[src/rtl/pinsel_pkg.sv]
package pinsel_pkg;

    // Address regions of the configuration port (top two address bits)
    typedef enum logic [1:0] {
        RGN_IN_SEL   = 2'd0,
        RGN_IN_LOCK  = 2'd1,
        RGN_OUT_SEL  = 2'd2,
        RGN_OUT_LOCK = 2'd3
    } cfg_region_e;

    // Reserved low codes before the first pad / peripheral index
    localparam int unsigned IN_CODE_BASE  = 2;
    localparam int unsigned OUT_CODE_BASE = 3;
    localparam int unsigned OUT_CODE_OFF  = 2;

    // Output drive class decoded from an output select code
    typedef enum logic [1:0] {
        DRV_LOW    = 2'd0,
        DRV_HIGH   = 2'd1,
        DRV_OFF    = 2'd2,
        DRV_PERIPH = 2'd3
    } drive_kind_e;

endpackage

[src/rtl/pinsel_cfg_regs.sv]
module pinsel_cfg_regs
    import pinsel_pkg::*;
#(
    parameter int unsigned N_IN  = 6,
    parameter int unsigned N_PAD = 8,
    parameter int unsigned IN_W  = 6,
    parameter int unsigned OUT_W = 7,
    parameter int unsigned IDX_W = 3,
    parameter int unsigned DW    = 8,
    localparam int unsigned AW   = IDX_W + 2
) (
    input  logic                        clk,
    input  logic                        rst_n,
    input  logic                        we,
    input  logic [AW-1:0]               addr,
    input  logic [DW-1:0]               wdata,
    output logic [DW-1:0]               rdata,
    output logic [N_IN-1:0][IN_W-1:0]   in_sel,
    output logic [N_IN-1:0]             in_lock,
    output logic [N_PAD-1:0][OUT_W-1:0] out_sel,
    output logic [N_PAD-1:0]            out_lock
);

    cfg_region_e      rgn;
    logic [IDX_W-1:0] idx;
    logic             wdata_unused;

    assign rgn          = cfg_region_e'(addr[AW-1:AW-2]);
    assign idx          = addr[IDX_W-1:0];
    assign wdata_unused = ^wdata;

    // Input select entries with their lock bits
    for (genvar j = 0; j < N_IN; j++) begin : g_in
        logic hit;
        assign hit = we && (idx == IDX_W'(j));

        always_ff @(posedge clk or negedge rst_n) begin
            if (!rst_n) begin
                in_sel[j]  <= '0;
                in_lock[j] <= 1'b1;
            end else begin
                if (hit && rgn == RGN_IN_SEL && in_lock[j]) begin
                    in_sel[j] <= wdata[IN_W-1:0];
                end
                if (hit && rgn == RGN_IN_LOCK && !wdata[0]) begin
                    in_lock[j] <= 1'b0;
                end
            end
        end
    end

    // Output select entries with their lock bits
    for (genvar i = 0; i < N_PAD; i++) begin : g_out
        logic hit;
        assign hit = we && (idx == IDX_W'(i));

        always_ff @(posedge clk or negedge rst_n) begin
            if (!rst_n) begin
                out_sel[i]  <= OUT_W'(OUT_CODE_OFF);
                out_lock[i] <= 1'b1;
            end else begin
                if (hit && rgn == RGN_OUT_SEL && out_lock[i]) begin
                    out_sel[i] <= wdata[OUT_W-1:0];
                end
                if (hit && rgn == RGN_OUT_LOCK && !wdata[0]) begin
                    out_lock[i] <= 1'b0;
                end
            end
        end
    end

    // Combinational read-back
    always_comb begin
        rdata = '0;
        unique case (rgn)
            RGN_IN_SEL: begin
                for (int k = 0; k < N_IN; k++)
                    if (idx == IDX_W'(k)) rdata = DW'(in_sel[k]);
            end
            RGN_IN_LOCK: begin
                for (int k = 0; k < N_IN; k++)
                    if (idx == IDX_W'(k)) rdata = DW'(in_lock[k]);
            end
            RGN_OUT_SEL: begin
                for (int k = 0; k < N_PAD; k++)
                    if (idx == IDX_W'(k)) rdata = DW'(out_sel[k]);
            end
            RGN_OUT_LOCK: begin
                for (int k = 0; k < N_PAD; k++)
                    if (idx == IDX_W'(k)) rdata = DW'(out_lock[k]);
            end
            default: rdata = '0;
        endcase
    end

endmodule

[src/rtl/pinsel_in_mux.sv]
module pinsel_in_mux
    import pinsel_pkg::*;
#(
    parameter int unsigned N_IN  = 6,
    parameter int unsigned N_PAD = 8,
    parameter int unsigned IN_W  = 6
) (
    input  logic [N_IN-1:0][IN_W-1:0] in_sel,
    input  logic [N_PAD-1:0]          pad_in,
    output logic [N_IN-1:0]           periph_in
);

    for (genvar j = 0; j < N_IN; j++) begin : g_route
        always_comb begin
            periph_in[j] = 1'b0;
            if (in_sel[j] == IN_W'(1)) begin
                periph_in[j] = 1'b1;
            end else begin
                // Codes past the last pad match nothing and stay at 0
                for (int k = 0; k < N_PAD; k++)
                    if (in_sel[j] == IN_W'(k + IN_CODE_BASE)) periph_in[j] = pad_in[k];
            end
        end
    end

endmodule

[src/rtl/pinsel_out_mux.sv]
module pinsel_out_mux
    import pinsel_pkg::*;
#(
    parameter int unsigned N_PAD = 8,
    parameter int unsigned N_OUT = 10,
    parameter int unsigned OUT_W = 7
) (
    input  logic [N_PAD-1:0][OUT_W-1:0] out_sel,
    input  logic [N_OUT-1:0]            periph_out,
    input  logic [N_OUT-1:0]            periph_oe,
    output logic [N_PAD-1:0]            pad_out,
    output logic [N_PAD-1:0]            pad_oe
);

    for (genvar i = 0; i < N_PAD; i++) begin : g_drive
        drive_kind_e kind;

        always_comb begin
            if (out_sel[i] == OUT_W'(0))                 kind = DRV_LOW;
            else if (out_sel[i] == OUT_W'(1))            kind = DRV_HIGH;
            else if (out_sel[i] == OUT_W'(OUT_CODE_OFF)) kind = DRV_OFF;
            else                                          kind = DRV_PERIPH;
        end

        always_comb begin
            pad_out[i] = 1'b0;
            pad_oe[i]  = 1'b0;
            unique case (kind)
                DRV_LOW: begin
                    pad_oe[i] = 1'b1;
                end
                DRV_HIGH: begin
                    pad_out[i] = 1'b1;
                    pad_oe[i]  = 1'b1;
                end
                DRV_OFF: begin
                    pad_oe[i] = 1'b0;
                end
                DRV_PERIPH: begin
                    // Codes past the last peripheral match nothing: undriven
                    for (int k = 0; k < N_OUT; k++) begin
                        if (out_sel[i] == OUT_W'(k + OUT_CODE_BASE)) begin
                            pad_out[i] = periph_out[k];
                            pad_oe[i]  = periph_oe[k];
                        end
                    end
                end
                default: pad_oe[i] = 1'b0;
            endcase
        end
    end

endmodule

[src/rtl/pinsel_matrix.sv]
module pinsel_matrix
    import pinsel_pkg::*;
#(
    parameter int unsigned NUM_PADS       = 8,
    parameter int unsigned NUM_PERIPH_IN  = 6,
    parameter int unsigned NUM_PERIPH_OUT = 10,
    parameter int unsigned IN_SEL_W       = 6,
    parameter int unsigned OUT_SEL_W      = 7,
    parameter int unsigned CFG_DW         = 8,
    localparam int unsigned MAX_ENTRIES   = (NUM_PADS > NUM_PERIPH_IN) ? NUM_PADS : NUM_PERIPH_IN,
    localparam int unsigned IDX_W         = (MAX_ENTRIES > 1) ? $clog2(MAX_ENTRIES) : 1,
    localparam int unsigned CFG_AW        = IDX_W + 2
) (
    input  logic                      clk,
    input  logic                      rst_n,
    input  logic                      cfg_we,
    input  logic [CFG_AW-1:0]         cfg_addr,
    input  logic [CFG_DW-1:0]         cfg_wdata,
    output logic [CFG_DW-1:0]         cfg_rdata,
    input  logic [NUM_PADS-1:0]       pad_in,
    output logic [NUM_PERIPH_IN-1:0]  periph_in,
    input  logic [NUM_PERIPH_OUT-1:0] periph_out,
    input  logic [NUM_PERIPH_OUT-1:0] periph_oe,
    output logic [NUM_PADS-1:0]       pad_out,
    output logic [NUM_PADS-1:0]       pad_oe
);

    logic [NUM_PERIPH_IN-1:0][IN_SEL_W-1:0] in_sel_q;
    logic [NUM_PERIPH_IN-1:0]               in_lock_q;
    logic [NUM_PADS-1:0][OUT_SEL_W-1:0]     out_sel_q;
    logic [NUM_PADS-1:0]                    out_lock_q;

    pinsel_cfg_regs #(
        .N_IN  (NUM_PERIPH_IN),
        .N_PAD (NUM_PADS),
        .IN_W  (IN_SEL_W),
        .OUT_W (OUT_SEL_W),
        .IDX_W (IDX_W),
        .DW    (CFG_DW)
    ) u_regs (
        .clk      (clk),
        .rst_n    (rst_n),
        .we       (cfg_we),
        .addr     (cfg_addr),
        .wdata    (cfg_wdata),
        .rdata    (cfg_rdata),
        .in_sel   (in_sel_q),
        .in_lock  (in_lock_q),
        .out_sel  (out_sel_q),
        .out_lock (out_lock_q)
    );

    pinsel_in_mux #(
        .N_IN  (NUM_PERIPH_IN),
        .N_PAD (NUM_PADS),
        .IN_W  (IN_SEL_W)
    ) u_in_mux (
        .in_sel    (in_sel_q),
        .pad_in    (pad_in),
        .periph_in (periph_in)
    );

    pinsel_out_mux #(
        .N_PAD (NUM_PADS),
        .N_OUT (NUM_PERIPH_OUT),
        .OUT_W (OUT_SEL_W)
    ) u_out_mux (
        .out_sel    (out_sel_q),
        .periph_out (periph_out),
        .periph_oe  (periph_oe),
        .pad_out    (pad_out),
        .pad_oe     (pad_oe)
    );

endmodule

[config.mk]
export PLATFORM = sky130hd
export DESIGN_NAME = pinsel_matrix
export DESIGN_NICKNAME = d
export VERILOG_FILES = /design/src/rtl/pinsel_pkg.sv /design/src/rtl/pinsel_cfg_regs.sv /design/src/rtl/pinsel_in_mux.sv /design/src/rtl/pinsel_out_mux.sv /design/src/rtl/pinsel_matrix.sv
export SDC_FILE = /design/constraint.sdc
export NUM_CORES = 1
export LEC_CHECK = 0
export BUFFER_PORTS_ARGS = -buffer_cell sky130_fd_sc_hd__buf_2
export CORE_MARGIN = 2
export CORE_UTILIZATION = 55
export CTS_CLUSTER_SIZE = 24
export DETAILED_ROUTE_END_ITERATION = 16
export HOLD_SLACK_MARGIN = 0.1
export PLACE_DENSITY = 0.74
export SLEW_MARGIN = 5
export SYNTH_ARGS = -nofsm -noshare
export SYNTH_HDL_FRONTEND = slang
export SYNTH_HIERARCHICAL = 1
export SYNTH_SLANG_ARGS = --single-unit
[constraint.sdc]
create_clock -name clk -period 1.2 [get_ports clk]
set_input_delay 0 -clock clk [delete_from_list [all_inputs] [get_ports clk]]
set_output_delay 0 -clock clk [all_outputs]
set_load 0.01 [all_outputs]
==> impl_results.md, run 1 <==
* Global-route wire length before repair at ~44 mm
* Synthesized net count at between 800 and 900
* Diode count at 0
* YS warnings at 6
* Pwr/cell area at 740.3 nW/um^2
* Reg2Reg Depth at 3
* CP max stage delay at around 0.42 ns
* R2R Setup Slk at -0.09 ns
* Starting Density at 56.52%
* Vias in the first global route at 8205
* Setup_tns at -19.46 ns
* Share of power burned in registers at 44.6%
* Simple-gate area share of the yosys netlist at 19.47%
* Total GRT Usage at 34.34%
* Num rows at 44
* Layout fillers at 909
* Post-Synth XOR/XNOR Area at 0%
* Synth top cells by count: dfrtp_1 (84), mux2_2 (82), a21oi_1 (50), o21ai_0 (47), nand2_1 (33)
* Critical path startpoint category: register
* Worst Setup Path Type: register to output port
* Seq/Total Area, Yosys at 32.50%
* Fin crit share at 170.9%
* Largest net degree at the start of global routing at between 40 and 50
* DRT Pass-1 Iters at 6
* Clk slew on worst S/H paths at 0.07 ns
* CTS Buf Count at 9
* R2r startpoint: u_regs/out_lock[7]
* Psw at ~2.4 mW
* Mux contribution to synthesized area at between 20% and 30%
* Maxcap violations at 0
* Antenna violations before repair at 0
* Worst path slowest cell: dfrtp_1
* Worst hold start: cfg_we
* Logic pwr share at 21.2%
* Count leader, synth: dfrtp_1
* Chip height at approximately 130 microns
* Vias per cell at between 6 and 7
* Routed Wire Length at 29.32 mm
* I/O Buffers at 71
* IO Count at between 70 and 80
* Max-Slew Margin vs Limit at 65.39%
* Flops & latches, synth at 106
* Compound-Gate Fraction of Synth Area at 18.48%
* Critical Path Fanout Max at 4
* Combinational family with the most area after synthesis: multiplexers
* Clock Path Buffers at 2
* Yosys cell types at 89
* H-tree levels at 3
* Worst Path Arrival at 2.05 ns
* Total power at 8.307 mW
* Placer congestion estimate at 0.9920
* CTS tree: done
* Asr flop ratio synth at 100.0%
* Worst skew pair latency at about 0.35 ns
* Global route overflow at 0
* Core ar. at 14590 sq um
* Vias after detailed routing at 8324
* Area delta synth->final at 36.10%
* Layout cells sized above 1 at 54.60%
* Mapped Area at ~8200 sq um
* Number of remaining DRC errors at 0
* Syn_area_per_cell at 10.13 sq um
* Post-synth top flop: dfrtp_1
* Failing checks: negative setup slack
* Static leakage at 4.904 nW
* Final hold violation count at 0
* Minimum clock period at 2.051 ns
* Maximum vdd drop at 0.0008888 V
* Hold depth at 3
* Crit. End Element: output port
* Final slew viol count at 0
* Worst flop-to-flop path endpoint: u_regs/out_sel[51]
* Status: complete, but fails checks
* Clk pwr share at between 30 and 40%
* Wire per inst at 23.87 microns
* CTS root buffer: clkbuf_16
* Nets at 1083
* Switching Share at ~30%
* Worst slew pin tran at 0.5119 ns
* # clock sinks at ~110
* Full die area at 15990 sq um
* Die X at roughly 130 microns
* Critical-path cell list: buf_6, nor4b_4, nand4b_1, a21oi_1, o31a_1, buf_2
* Layout Skew at roughly 0.0077 ns
* Post-route ant nets at 0
* Endpoint with the worst hold slack: u_regs/in_lock[4]
* Biggest area consumer among synthesized cells: dfrtp_1
* Max Clk Rate at roughly 0.49 GHz
* Final setup margin at -0.8508 ns
* RSZ-0062 raised after global routing: true
* Synth top area share at 25.49%
* Internal power at 5.859 mW
* EDFF count, synth at 0
* Mapped Cells at ~810
* Synth top area cells: dfrtp_1 (25%), mux2_2 (11%), dfstp_2 (7.0%)
* Synth Area in Adders at 0%
* CP required at between 1 and 1.5 ns
* Setup-failing EPs final at 75
* Post-DP HPWL at ~19 mm
* Hold WC Path Type: primary input to register
* Initial DRC Count at 760
## layout by cell type (no fill, tap or decap), drive strengths merged, types with 7 or more instances in the layout
cell,count
a211oi,13
o221ai,7
and3,8
nand3,22
o22ai,15
mux2i,30
a21oi,50
nor2,30
nor3b,7
nand4b,9
buf,274
nor2b,13
mux2,105
nor3,19
o211ai,7
nand2,34
dfrtp,84
a31oi,9
a21boi,17
o21ai,54
nor4b,8
or3,7
nand2b,29
mux4,19
nand3b,21
inv,19
dfstp,22
and4b,7
clkbuf,11
## registers in the layout, indices dropped and copies added, names as in the netlist
name / flops
u_regs/out_sel: 56
u_regs/in_sel: 36
u_regs/out_lock: 8
u_regs/in_lock: 6
## final cells by class
| cell class | count | area (sq um) | share of cell area [%] |
|---|---|---|---|
| Clock buffer | 9 | 225.2 | 2.007 |
| Tap cell | 184 | 230.2 | 2.052 |
| Inverter | 18 | 71.32 | 0.6355 |
| Clock inverter | 7 | 53.80 | 0.4794 |
| Timing Repair Buffer | 282 | 2231 | 19.88 |
| Sequential cell | 106 | 2698 | 24.04 |
| Multi-Input combinational cell | 622 | 5713 | 50.91 |
## stage by stage
step	hold WS, ns	cell area (sq um)	worst slack, ns	std cells	utilization, %
2_1_floorplan	-0.2956	8472	-0.1667	814	-
3_3_place_gp	-0.08047	9945	-0.3739	1170	68.16
3_5_place_dp	-0.07093	9945	-0.3779	1170	68.16
4_1_cts	0.1622	10760	-0.7206	1212	73.77
5_1_grt	0.2026	11220	-0.8969	1228	76.92
6_report	0.1794	11220	-0.8508	1228	76.92
## routing by layer
| metal | share of wire, % | global-route usage (%) | up-vias | wire, microns |
|---|---|---|---|---|
| met2 | 50 | 59.96 | 485 | 14790 |
| met1 | 38 | 41.91 | 4148 | 11250 |
| met4 | 4.6 | 16.61 | 0 | 1334 |
| li1 | - | - | 3575 | - |
| met5 | 0 | 0 | - | 0 |
| met3 | 6.6 | 4.597 | 116 | 1938 |
## logic make-up after synthesis
family          after synthesis
buf+inv                      86
simple gates                236
other cells                   1
compound gates              231
mux                         154
flops                       106
## critical path, delay by kind of cell, from the launching register on
family	cells	cell delay [ns]
AND/OR/NAND/NOR	2	0.60
AO/OA/AOI/OAI	2	0.38
flip-flops	1	0.42
buffers and inverters	2	0.29
## power by group through the flow
stage	Clock, mW	Combinational, mW	Sequential [mW]
4_1_cts	2.86	1.58	3.70
3_5_place_dp	0	1.43	3.77
6_report	2.84	1.76	3.71
2_1_floorplan	0	0.741	3.74
3_3_place_gp	0	1.38	3.76
5_1_grt	2.98	1.82	3.72
## repair_timing
item	4_1_cts	5_1_grt
hold buffers	6	0
setup buffers	19	16
endpoints found under the setup margin	67	90
pin swaps	47	35
gates resized for setup	92	71
endpoints found under the hold margin	114	0
cloned	1	3
## worst max path at each step
stage	slack, ns	to	from
finish	-0.85	pad_out[0]	u_regs/out_sel[6]
global route	-0.90	pad_out[0]	u_regs/out_sel[6]
CTS	-0.72	cfg_rdata[0]	u_regs/out_sel[21]
detailed placement	-0.38	cfg_rdata[0]	u_regs/out_sel[14]
global placement	-0.37	cfg_rdata[0]	u_regs/out_sel[14]
floorplan	-0.17	pad_out[0]	u_regs/out_sel[1]
(Power assumes the default switching activity.)
==> run 2: changes to the inputs <==
--- a/config.mk
+++ b/config.mk
@@ -11,6 +11,7 @@
 export CTS_CLUSTER_SIZE = 24
 export DETAILED_ROUTE_END_ITERATION = 16
 export HOLD_SLACK_MARGIN = 0.1
+export MAX_ROUTING_LAYER = met4
 export PLACE_DENSITY = 0.74
 export SLEW_MARGIN = 5
 export SYNTH_ARGS = -nofsm -noshare
==> run 2 against run 1 <==
The flow still finishes with violations (negative setup slack). Routed wire length is 3.3% lower. Worst setup slack better by 0.14 ns. Total power is 0.48% higher. Critical endpoint unchanged. Largest cell class unchanged. Final area is 1.7% lower. Hold slack worse by 0.048 ns. Die area stayed put. Via count is 1.2% lower. Clock power is 4% higher. Cell count is 0.81% lower.
==> impl_results.md, run 2 (synthesis gave the netlist of run 1 again) <==
* I/O Buffers at 71
* Full die area at 15990 sq um
* Final setup margin at -0.7096 ns
* Fin crit share at 159.1%
* Share of power burned in registers at 44.5%
* Post-route ant nets at 0
* Post-DP HPWL at 19.70 mm
* Nets at 1073
* Static leakage at a little under 5 nW
* Critical Path Fanout Max at 8
* Area delta synth->final at 33.76%
* Worst skew pair latency at about 0.35 ns
* CTS root buffer: clkbuf_16
* CP required at 1.20 ns
* Diode count at 0
* Switching Share at 27.23%
* Crit path buf inv count at 2
* H-tree levels at 3
* Commonest cells after routing, fill and taps aside: buf_4 (169), mux2_2 (75), buf_2 (69), dfrtp_1 (69), a21oi_1 (39)
* Vias after detailed routing at about 8k
* Clk pwr share at about 35%
* Crit. End Element: output port
* CTS tree: done
* Routed Wire Length at 28.35 mm
* Failing checks: negative setup slack
* Register name with the most flops: u_regs/out_sel
* Vias in the first global route at 8174
* Die X at 126.4 microns
* Status: complete, but fails checks
* R2r startpoint: u_regs/out_lock[7]
* Critical path startpoint category: register
* Setup-failing EPs final at slightly above 70
* Hold WC Path Type: primary input to asynchronous set/reset pin
* Internal power at approximately 6.1 mW
* Initial DRC Count at 865
* Final hold violation count at 0
* Critical-path cell list: buf_4, nor2b_1, a211oi_2, nor4b_2, o31a_1, buf_2
* Total power at 8.347 mW
* Global-route wire length before repair at 43.55 mm
* Vias per cell at 6.750
* Final slew viol count at 0
* CP Launch Point: u_regs/out_sel[1]
* Worst Path Arrival at 1.91 ns
* Layout fillers at 966
* Layout Skew at approximately 0.005 ns
* Antenna violations before repair at 0
* Wire per inst at 23.28 microns
* Global route overflow at 0
* CTS Buf Count at 9
* Pwr/cell area at approximately 760 nW/um^2
* Design area at 11030 sq um
* Setup_tns at -18.64 ns
* CP max stage delay at 0.63 ns
* Num rows at 44
* Worst Setup Path Type: register to output port
* Delay-heaviest family, CP: flip-flops
* Total GRT Usage at 35.28%
* Placed cell area at 10000 sq um
* Biggest regs: u_regs/out_sel x56, u_regs/in_sel x36, u_regs/out_lock x8
* Commonest non-fill, non-tap cell in the layout: buf_4
* Pre-CTS setup slack at -0.3629 ns
* Worst hold slack at approximately 0.13 ns
* RSZ-0062 raised after global routing: true
* DRT Pass-1 Iters at 5
* Number of remaining DRC errors at 0
* Max FFs per register at 56
* Maximum vdd drop at 0.0007739 V
* Minimum clock period at 1.910 ns
* Max Clk Rate at ~0.52 GHz
* R2R Setup Slk at -0.11 ns
* Clk slew on worst S/H paths at 0.07 ns
* Worst path slowest cell: dfstp_2
* Maxcap violations at 0
* Clock Path Buffers at 2
* Layout cells sized above 1 at a little over half
* Largest net degree at the start of global routing at 33
* Starting Density at 56.52%
* # clock sinks at 106
* Placer congestion estimate at ~1
* Psw at roughly 2.3 mW
* Logic pwr share at 20.1%
* Chip height at 126.4 microns
* IO Count at 74
* Core ar. at 14590 sq um
[run 2: cell types whose count changed in the layout (fill, tap and decap cells not counted), sizes merged]
cell,delta
bufinv,+1
buf,-8
clkinvlp,-2
clkinv,-1
clkbuf,+2
dlymetal6s4s,-1
inv,-1
[run 2: what timing repair did]
action,in CTS,in global routing
setup buffers,13,7
pin swaps,43,19
hold endpoints to repair,109,0
hold buffers,5,0
gates cloned,0,1
gates resized for setup,88,38
setup endpoints to repair,67,87
[run 2: stage by stage]
stage	util, %	instances
floorplan	-	814
global placement	68.56	1176
detailed placement	68.56	1176
CTS	74.02	1210
global route	75.60	1218
finish	75.60	1218
[run 2: area by class of cell]
type	instances	area [sq um]	share of cell area, %
clock buffers	12	246.5	2.235
clock inverters	4	51.30	0.4651
inverters	18	67.56	0.6126
multi-input cells	622	5643	51.16
flip-flops and latches	106	2699	24.47
well taps	184	230.2	2.087
repair buffers	272	2092	18.97
[run 2: worst paths after layout]
check / end / depth (start not counted)
max reg2reg: u_regs/out_sel[49] / 3
min in group clk: u_regs/in_lock[3] / 3
min: u_regs/out_sel[47] / 2
max in group asynchronous: u_regs/out_sel[50] / 3
min reg2reg: u_regs/out_lock[6] / 1
max: pad_out[0] / 6
[run 2: worst register-to-register path, stage by stage, from the launching register on]
cell     delay, ns
dfstp_2       0.56
nand2_4       0.07
nor2_8        0.24
mux2_4        0.33
[run 2: routing by layer]
metal | share of wire, % | track usage (%) | wire, microns | vias to the layer above
li1 | - | - | - | 3553
met1 | 38 | 41.56 | 10680 | 4039
met2 | 50 | 59.80 | 14030 | 502
met3 | 7.9 | 4.386 | 2230 | 127
met4 | 5.0 | 17.45 | 1408 | 0
met5 | 0 | - | 0 | -
[run 2: power by group through the flow]
stage | registers (mW) | logic, mW | clock network [mW]
6_report | 3.72 | 1.68 | 2.95
5_1_grt | 3.72 | 1.76 | 3.14
4_1_cts | 3.71 | 1.61 | 3.00
3_5_place_dp | 3.77 | 1.44 | 0
3_3_place_gp | 3.77 | 1.40 | 0
2_1_floorplan | 3.74 | 0.741 | 0
